<file path="src/rtl/nand_syn_pkg.sv">
package nand_syn_pkg;
    localparam int LINE_PAIRS = 9;
    localparam int COL_PAIRS  = 3;
    localparam int CODE_W     = 2 * (LINE_PAIRS + COL_PAIRS);

    typedef enum logic [1:0] {
        ST_CLEAN = 2'd0,
        ST_FIX   = 2'd1,
        ST_CODE  = 2'd2,
        ST_BAD   = 2'd3
    } chk_status_e;

    typedef struct packed {
        logic                  valid;
        chk_status_e           status;
        logic [LINE_PAIRS-1:0] byte_a;
        logic [COL_PAIRS-1:0]  bit_a;
    } chk_result_t;
endpackage

</file>
<file path="src/rtl/syndrome_former.sv">
module syndrome_former #(
    parameter int LP = nand_syn_pkg::LINE_PAIRS,
    parameter int CP = nand_syn_pkg::COL_PAIRS,
    localparam int W = 2 * (LP + CP)
) (
    input  logic [W-1:0] stored,
    input  logic [W-1:0] fresh,
    input  logic         wide,
    output logic [W-1:0] syn
);
    // The top line pair only exists for the long chunk.
    always_comb begin
        syn = stored ^ fresh;
        if (!wide) begin
            syn[2*LP-1 -: 2] = 2'b00;
        end
    end
endmodule

</file>
<file path="src/rtl/syndrome_classifier.sv">
module syndrome_classifier
    import nand_syn_pkg::*;
#(
    parameter int LP = nand_syn_pkg::LINE_PAIRS,
    parameter int CP = nand_syn_pkg::COL_PAIRS,
    localparam int W  = 2 * (LP + CP),
    localparam int NP = LP + CP,
    localparam int CW = $clog2(W + 1)
) (
    input  logic [W-1:0] syn,
    input  logic         wide,
    output chk_status_e  status
);
    localparam logic [CW-1:0] POP_WIDE   = CW'(NP);
    localparam logic [CW-1:0] POP_NARROW = CW'(NP - 1);
    localparam logic [NP-1:0] TOP_LINE   = NP'(1) << (LP - 1);

    logic [CW-1:0] ones;
    logic [NP-1:0] pair_diff;
    logic          pairs_ok;

    genvar p;
    generate
        for (p = 0; p < NP; p++) begin : g_pair
            assign pair_diff[p] = syn[2*p] ^ syn[2*p+1];
        end
    endgenerate

    always_comb begin
        ones = '0;
        for (int i = 0; i < W; i++) begin
            ones = ones + CW'(syn[i]);
        end
    end

    assign pairs_ok = wide ? (&pair_diff) : (&(pair_diff | TOP_LINE));

    always_comb begin
        if (ones == '0) begin
            status = ST_CLEAN;
        end else if (ones == CW'(1)) begin
            status = ST_CODE;
        end else if (pairs_ok && (ones == (wide ? POP_WIDE : POP_NARROW))) begin
            status = ST_FIX;
        end else begin
            status = ST_BAD;
        end
    end
endmodule

</file>
<file path="src/rtl/fault_locator.sv">
module fault_locator #(
    parameter int LP = nand_syn_pkg::LINE_PAIRS,
    parameter int CP = nand_syn_pkg::COL_PAIRS,
    localparam int W = 2 * (LP + CP)
) (
    input  logic [W-1:0]  syn,
    output logic [LP-1:0] byte_a,
    output logic [CP-1:0] bit_a
);
    genvar k;
    generate
        for (k = 0; k < LP; k++) begin : g_line
            assign byte_a[k] = syn[2*k+1];
        end
        for (k = 0; k < CP; k++) begin : g_col
            assign bit_a[k] = syn[2*LP+2*k+1];
        end
    endgenerate
endmodule

</file>
<file path="src/rtl/nand_ecc_locator.sv">
module nand_ecc_locator
    import nand_syn_pkg::*;
(
    input  logic        clk,
    input  logic        rst_n,
    input  logic        chk_go,
    input  logic        wide_mode,
    input  logic [23:0] code_stored,
    input  logic [23:0] code_fresh,
    output logic        res_valid,
    output logic [1:0]  res_status,
    output logic [8:0]  res_byte,
    output logic [2:0]  res_bit,
    input  logic [7:0]  fix_in,
    output logic [7:0]  fix_out
);
    localparam int DW = 2 ** COL_PAIRS;

    logic [CODE_W-1:0]     syn;
    chk_status_e           cls_status;
    logic [LINE_PAIRS-1:0] loc_byte;
    logic [COL_PAIRS-1:0]  loc_bit;
    chk_result_t           res_d, res_q;
    logic [DW-1:0]         flip_mask;

    syndrome_former #(.LP(LINE_PAIRS), .CP(COL_PAIRS)) u_form (
        .stored (code_stored),
        .fresh  (code_fresh),
        .wide   (wide_mode),
        .syn    (syn)
    );

    syndrome_classifier #(.LP(LINE_PAIRS), .CP(COL_PAIRS)) u_cls (
        .syn    (syn),
        .wide   (wide_mode),
        .status (cls_status)
    );

    fault_locator #(.LP(LINE_PAIRS), .CP(COL_PAIRS)) u_loc (
        .syn    (syn),
        .byte_a (loc_byte),
        .bit_a  (loc_bit)
    );

    always_comb begin
        res_d       = res_q;
        res_d.valid = chk_go;
        if (chk_go) begin
            res_d.status = cls_status;
            if (cls_status == ST_FIX) begin
                res_d.byte_a = loc_byte;
                res_d.bit_a  = loc_bit;
            end else begin
                res_d.byte_a = '0;
                res_d.bit_a  = '0;
            end
        end
    end

    always_ff @(posedge clk) begin
        if (!rst_n) begin
            res_q <= '0;
        end else begin
            res_q <= res_d;
        end
    end

    always_comb begin
        flip_mask = '0;
        if (res_q.status == ST_FIX) begin
            flip_mask = DW'(1) << res_q.bit_a;
        end
    end

    assign res_valid  = res_q.valid;
    assign res_status = res_q.status;
    assign res_byte   = res_q.byte_a;
    assign res_bit    = res_q.bit_a;
    assign fix_out    = fix_in ^ flip_mask;
endmodule

</file>
<file path="config.mk">
export PLATFORM = sky130hd
export DESIGN_NAME = nand_ecc_locator
export DESIGN_NICKNAME = d
export VERILOG_FILES = /design/src/rtl/nand_syn_pkg.sv /design/src/rtl/syndrome_former.sv /design/src/rtl/syndrome_classifier.sv /design/src/rtl/fault_locator.sv /design/src/rtl/nand_ecc_locator.sv
export SDC_FILE = /design/constraint.sdc
export NUM_CORES = 1
export LEC_CHECK = 0
export CELL_PAD_IN_SITES_DETAIL_PLACEMENT = 1
export CELL_PAD_IN_SITES_GLOBAL_PLACEMENT = 2
export CORE_ASPECT_RATIO = 2
export CORE_MARGIN = 4
export CORE_UTILIZATION = 25
export DETAILED_ROUTE_END_ITERATION = 8
export PLACE_DENSITY = 0.87
export SLEW_MARGIN = 5
export SYNTH_ARGS = -nofsm -noshare
export SYNTH_HDL_FRONTEND = slang
export SYNTH_SLANG_ARGS = --single-unit
</file>
<file path="constraint.sdc">
create_clock -name clk -period 21.7 [get_ports clk]
set_input_delay 5.425 -clock clk [delete_from_list [all_inputs] [get_ports clk]]
set_output_delay 5.425 -clock clk [all_outputs]
set_load 0.02 [all_outputs]
</file>
==> results of run 1 <==
power by group:
group	internal, W	switching [W]
Sequential	0.0000295	0.00000155
Combinational	0.000139	0.000150
Clock	0.0000246	0.0000116
metal layers:
metal	track usage	share of wire	wire length [um]
met1	0.0958	0.26	1340
met2	0.276	0.64	3250
met3	0.0187	0.053	270
met4	0.0766	0.045	227
met5	0	0	0
stage by stage:
stage	area (um2)	setup WS (ns)	hold WS, ns
2_1_floorplan	1730	10.47	0.526
3_3_place_gp	2640	9.63	0.436
3_5_place_dp	2640	9.57	0.446
4_1_cts	2720	9.58	0.453
5_1_grt	2720	9.55	0.471
6_report	2720	9.60	0.447
worst min-delay path by stage:
stage | from | endpoint | slack (ns)
global route | res_byte[4] | res_byte[4] | 0.47
finish | res_byte[2] | res_byte[2] | 0.45
global placement | res_byte[3] | res_byte[3] | 0.44
detailed placement | res_byte[6] | res_byte[6] | 0.45
CTS | res_byte[2] | res_byte[2] | 0.45
floorplan | res_byte[2] | res_byte[2] | 0.53
cell usage in the layout, fill, tap and decap left out, types with 2 or more instances in the layout:
| master | instances |
|---|---|
| clkdlybuf4s50_1 | 82 |
| xnor2_2 | 2 |
| nor2b_1 | 3 |
| xor2_1 | 13 |
| nand3_1 | 3 |
| or2_2 | 2 |
| nand3b_1 | 4 |
| dfxtp_1 | 15 |
| nor3b_1 | 3 |
| xnor2_1 | 27 |
| nand2b_1 | 3 |
| nand4_1 | 2 |
| xnor2_4 | 2 |
| nor2_1 | 4 |
| ha_1 | 7 |
| inv_1 | 22 |
| clkbuf_16 | 3 |
| nand2_1 | 21 |
| o21ai_2 | 9 |
| fa_1 | 17 |
| o21ai_0 | 3 |
| nor3_1 | 2 |
| and2_1 | 2 |
worst reg2reg max path: stages, from the launching register on:
cell and delay (ns):
dfxtp_1 0.50, nand2_1 0.11, o21ai_2 0.08
logic make-up after synthesis:
family,after synthesis,share of synthesized area
AND/OR/NAND/NOR,55,0.175
XOR/XNOR,44,0.253
buffers and inverters,26,0.0606
adder cells (fa/ha/maj),24,0.247
AO/OA/AOI/OAI,20,0.0924
flip-flops,15,0.173
state kept, by name (all words and copies together), names as in the netlist:
register    count
res_byte        9
res_bit         3
res_valid       1
res_status      2
area by class of cell:
class                   instances  area (um2)
well taps                      88         110
flip-flops and latches         15         300
clock inverters                 1        5.00
inverters                      22        82.6
repair buffers                 82         821
clock buffers                   3        75.1
multi-input cells             143        1330
fillers                       786        3950
==> impl_summary.log, run 1 <==
INFO  metric power.total = 0.000356 W
INFO  metric edff_count_synth = 0
INFO  metric gp_congestion = 0.734
INFO  metric cts.root.buffer_cell = clkbuf_16
INFO  metric worst_setup_hold_path_clk_slew = 0.05 ns
INFO  metric cp_cell_sequence = clkdlybuf4s50_1 > xor2_1 > clkdlybuf4s50_1
INFO  metric worst_ep_arrival_time = 6.67 ns
INFO  metric boundaryPins = 83
INFO  metric path_depth = 3
INFO  metric share_of_cells_above_drive_strength_1 = 0.0827
INFO  metric crit_path_top_delay_cell = clkdlybuf4s50_1
INFO  metric worstHoldPathType = reg -> reg
INFO  metric yosysMostFrequentCell = xnor2_1
INFO  metric cts_hold_buffers = 0
INFO  metric yosys_top_cell_area_share = 0.196
INFO  metric cpLargestDelayFamily = buffers and inverters
INFO  metric r2r-end = res_bit[1]
INFO  metric dr.first_iter.drc_count = 23
INFO  metric final_cells = 354
INFO  metric dp.cells = 350
INFO  metric most_area_consuming_cells_after_synthesis = fa_1, dfxtp_1, xnor2_1
INFO  metric netlist_instances = 184
INFO  metric cp.required = 16.27 ns
INFO  metric max_freq = 82.7 MHz
INFO  metric most_area_hungry_cell_type_in_the_yosys_netlist = fa_1
INFO  metric dominantRegCellSynth = dfxtp_1
INFO  metric worstPathMaxFanout = 1
INFO  metric synth.yosys.warnings = 0
INFO  metric powerDensity = 131 mW/mm2
INFO  metric routedWlPerCell = 14.4 um
INFO  metric period_share = 0.558
INFO  metric grt_pass1_wl = 8070 um
INFO  metric max_cap_violations = 0
INFO  metric ys_async_sr_fraction = 0
INFO  metric reg2reg_depth = 2
INFO  metric postCtsSetupBuffers = 0
INFO  metric tightestPinTransition = 0.885 ns
INFO  metric antenna-diode-count = 0
INFO  metric rsz0062_at_grt = false
INFO  metric final_core_occ = 0.408
INFO  metric dieArea = 0.00841 mm2
INFO  metric timing_hold_violations_final = 0
INFO  metric hold_path_depth = 2
INFO  metric worst-setup-path-type = in -> out
INFO  metric startpoint = fix_in[6]
INFO  metric antenna_found_initial = 0
INFO  metric hpwl = 4740 um
INFO  metric crit-reg2reg-launch = res_bit[1]
INFO  metric syn_area = 0.00173 mm2
INFO  metric cp_most_frequent_cell = clkdlybuf4s50_1
INFO  metric routed-via-count = 1541
INFO  metric die_w = 66.9 um
INFO  metric crit_path_start_kind = input pin
INFO  metric drt.antenna.violating_nets = 0
INFO  metric outcome = completed
INFO  metric source_to_sink_clock_delay_at_the_later_pin_of_the_worst_skew_pair = 0.25 ns
INFO  metric ys_seq_elements = 15
INFO  metric post-route-drc-count = 0
INFO  metric clk_path_buf_depth = 2
INFO  metric areaGrowthSynthToFinish = 57.0%
INFO  metric setup.worst_path.end_class = output port
INFO  metric share_of_the_yosys_chip_area_belonging_to_registers = 0.173
INFO  metric synthesis.nets = 268
INFO  metric port_buffers = 82
INFO  metric slew-limit-headroom = 0.409
INFO  metric power_leakage = 1.07 nW
INFO  metric netlist-cell-type-count = 37
INFO  metric first_global_vias = 1725
INFO  metric drt_pre_antenna_iters = 4
INFO  metric overall_routing_resource_usage = 0.130
INFO  metric synth_area_per_cell = 9.42 um2
INFO  metric cts_tree = built
INFO  metric grt_start_max_net_pins = 14
INFO  metric drt-total-wl = 5080 um
INFO  metric die_h = 126 um
INFO  metric net_count_final = 351
INFO  metric final-max-slew-violation-count = 0
INFO  metric vias_per_cell = 4.35
INFO  metric grt_overflow_total = 0
INFO  metric vdd_ir_drop_max = 0.000101 V
INFO  metric post_cts.resized_instances = 0
INFO  metric final_critical_path_time_including_i_o_delays_and_setup = 12.10 ns
INFO  metric placeableCoreArea = 0.00667 mm2
INFO  metric cts_buffers = 3
INFO  metric cts_htree_levels = 1
INFO  metric worst-r2r-setup-slack = 20.95 ns
INFO  metric setup_tns = 0 ns
INFO  metric cts.sinks = 15
INFO  metric num_rows = 42
INFO  metric floorplan.initialDensity = 0.260
INFO  metric final.setup_skew = 0 ns
INFO  metric setup.worst_path.end = fix_out[6]
INFO  metric timing.final.setup_violations = 0
INFO  metric timing.critical_path.slowest_cell_delay = 0.63 ns
INFO  metric critical_path_buf_inv_count = 2
INFO  metric synth.cells.most_frequent = xnor2_1, inv_1, nand2_1, fa_1, dfxtp_1
Note: power is estimated with default switching activity, not from simulation.
==> inputs of run 2 (changes only) <==
- CORE_UTILIZATION: 25 -> 23
- PLACE_DENSITY: 0.87 -> 0.81
- clock period: 21.7 -> 12.1 ns (I/O delays scaled with it)
==> run 2 against run 1 <==
Effect of this change: clock skew unchanged; via count up 1.9%; non-clock buffer count unchanged; final area up 0.18%; global-route usage down 0.20 points; count of clock-buffer cells in the layout unchanged; register-to-register slack worse by 9.6 ns; utilization down 3.5 points.
==> impl_summary.log, run 2 (synthesis gave the netlist of run 1 again) <==
INFO  metric die_h = 131 um
INFO  metric port_buffers = 82
INFO  metric rsz0062_at_grt = false
INFO  metric routedWlPerCell = 15.6 um
INFO  metric largest_reg_flops = 9
INFO  metric first_global_vias = 1751
INFO  metric power.total = 0.000664 W
INFO  metric overall_routing_resource_usage = 0.128
INFO  metric post_cts.resized_instances = 0
INFO  metric cts_hold_buffers = 0
INFO  metric drt-total-wl = 5590 um
INFO  metric fillers = 845
INFO  metric hpwl = 5180 um
INFO  metric drt.antenna.violating_nets = 0
INFO  metric hold_path_depth = 2
INFO  metric worstPathMaxFanout = 11
INFO  metric placeableCoreArea = 0.00732 mm2
INFO  metric period_share = 0.764
INFO  metric worstHoldPathType = reg -> reg
INFO  metric worst_setup_hold_path_clk_slew = 0.05 ns
INFO  metric floorplan.initialDensity = 0.237
INFO  metric powerDensity = 244 mW/mm2
INFO  metric drt_pre_antenna_iters = 4
INFO  metric most-common-layout-cells = clkdlybuf4s50_1, xnor2_1, inv_1
INFO  metric max_freq = 108 MHz
INFO  metric cts_tree = built
INFO  metric setup.worst_path.end_class = flop
INFO  metric final.setup_skew = 0 ns
INFO  metric vdd_ir_drop_max = 0.000204 V
INFO  metric grt_start_max_net_pins = 14
INFO  metric post-route-drc-count = 0
INFO  metric outcome = completed
INFO  metric clk_path_buf_depth = 2
INFO  metric crit_path_start_kind = input pin
INFO  metric dr.first_iter.drc_count = 33
INFO  metric share_of_cells_above_drive_strength_1 = 0.0827
INFO  metric dieArea = 0.00908 mm2
INFO  metric gp_congestion = 0.785
INFO  metric source_to_sink_clock_delay_at_the_later_pin_of_the_worst_skew_pair = 0.25 ns
INFO  metric max_cap_violations = 0
INFO  metric num_rows = 44
INFO  metric grt_overflow_total = 0
INFO  metric routed-via-count = 1571
INFO  metric net_count_final = 351
INFO  metric vias_per_cell = 4.39
INFO  metric worst_ep_arrival_time = 9.43 ns
INFO  metric most_common_library_cell_in_the_layout_ignoring_fill_and_taps = clkdlybuf4s50_1
INFO  metric antenna-diode-count = 0
INFO  metric tightestPinTransition = 0.925 ns
INFO  metric setup_tns = 0 ns
INFO  metric cts.sinks = 15
INFO  metric antenna_found_initial = 0
INFO  metric cts.root.buffer_cell = clkbuf_16
INFO  metric postCtsSetupBuffers = 0
INFO  metric worst-setup-path-type = in -> reg
INFO  metric cts_buffers = 3
INFO  metric die_w = 69.4 um
INFO  metric power_leakage = 1.07 nW
INFO  metric final-max-slew-violation-count = 0
INFO  metric timing.final.setup_violations = 0
INFO  metric timing_hold_violations_final = 0
INFO  metric areaGrowthSynthToFinish = 57.3%
INFO  metric reg2reg_depth = 2
INFO  metric cp.required = 12.28 ns
INFO  metric boundaryPins = 83
INFO  metric grt_pass1_wl = 8690 um
INFO  metric slew-limit-headroom = 0.382
INFO  metric cts_htree_levels = 1
INFO  metric final_critical_path_time_including_i_o_delays_and_setup = 9.25 ns
## run 2: metal layers
layer / global-route usage / up-vias / share of wire
li1: - / 758 / -
met1: 0.0939 / 748 / 0.27
met2: 0.281 / 48 / 0.64
met3: 0.0161 / 17 / 0.031
met4: 0.0921 / 0 / 0.056
met5: 0 / - / 0
## run 2: path summary, 6_finish.rpt
| kind | startpoint | end | slack (ns) |
|---|---|---|---|
| setup reg to reg | res_bit[1] | res_bit[1] | 11.33 |
| hold reg to reg | res_byte[2] | res_byte[2] | 0.45 |
| setup / recovery | code_stored[1] | res_bit[0] | 2.85 |
| hold / removal | res_byte[2] | res_byte[2] | 0.45 |
## run 2: area by class of cell
cell class                 instances  area (um2)  area share
tap                               92         115      0.0422
sequential                        15         300       0.110
clock buffer                       3        75.1      0.0275
clock inverter                     1        5.00     0.00183
multi-input combinational        143        1330       0.487
inverter                          22        82.6      0.0303
timing repair buffer              82         821       0.301
## run 2: power breakdown
group	leakage, nW	internal, W	switching [W]	total (W)
Sequential	0.122	0.0000530	0.00000269	0.0000557
Clock	0.0409	0.0000442	0.0000208	0.0000650
Combinational	0.903	0.000252	0.000291	0.000544
## run 2: critical path, stage by stage
cell             delay [ns]
clkdlybuf4s50_1        0.47
xor2_1                 0.32
ha_1                   0.31
inv_1                  0.09
fa_1                   0.42
fa_1                   0.53
fa_1                   0.53
fa_1                   0.55
inv_1                  0.06
fa_1                   0.53
inv_1                  0.06
fa_1                   0.46
fa_1                   0.43
xnor2_1                0.19
o41ai_1                0.41
nand3_1                0.19
or4_4                  0.67
o21ai_0                0.17
## run 2: stage by stage
step	instance area, um2	setup WS (ns)	util	hold slack, ns	std cells
after global placement	2650	2.78	0.362	0.440	354
after global routing	2730	2.46	0.373	0.487	358
after floorplan	1730	3.65	-	0.526	184
after detailed placement	2650	2.56	0.362	0.446	354
after CTS	2730	2.81	0.373	0.453	358
final	2730	2.85	0.373	0.447	358
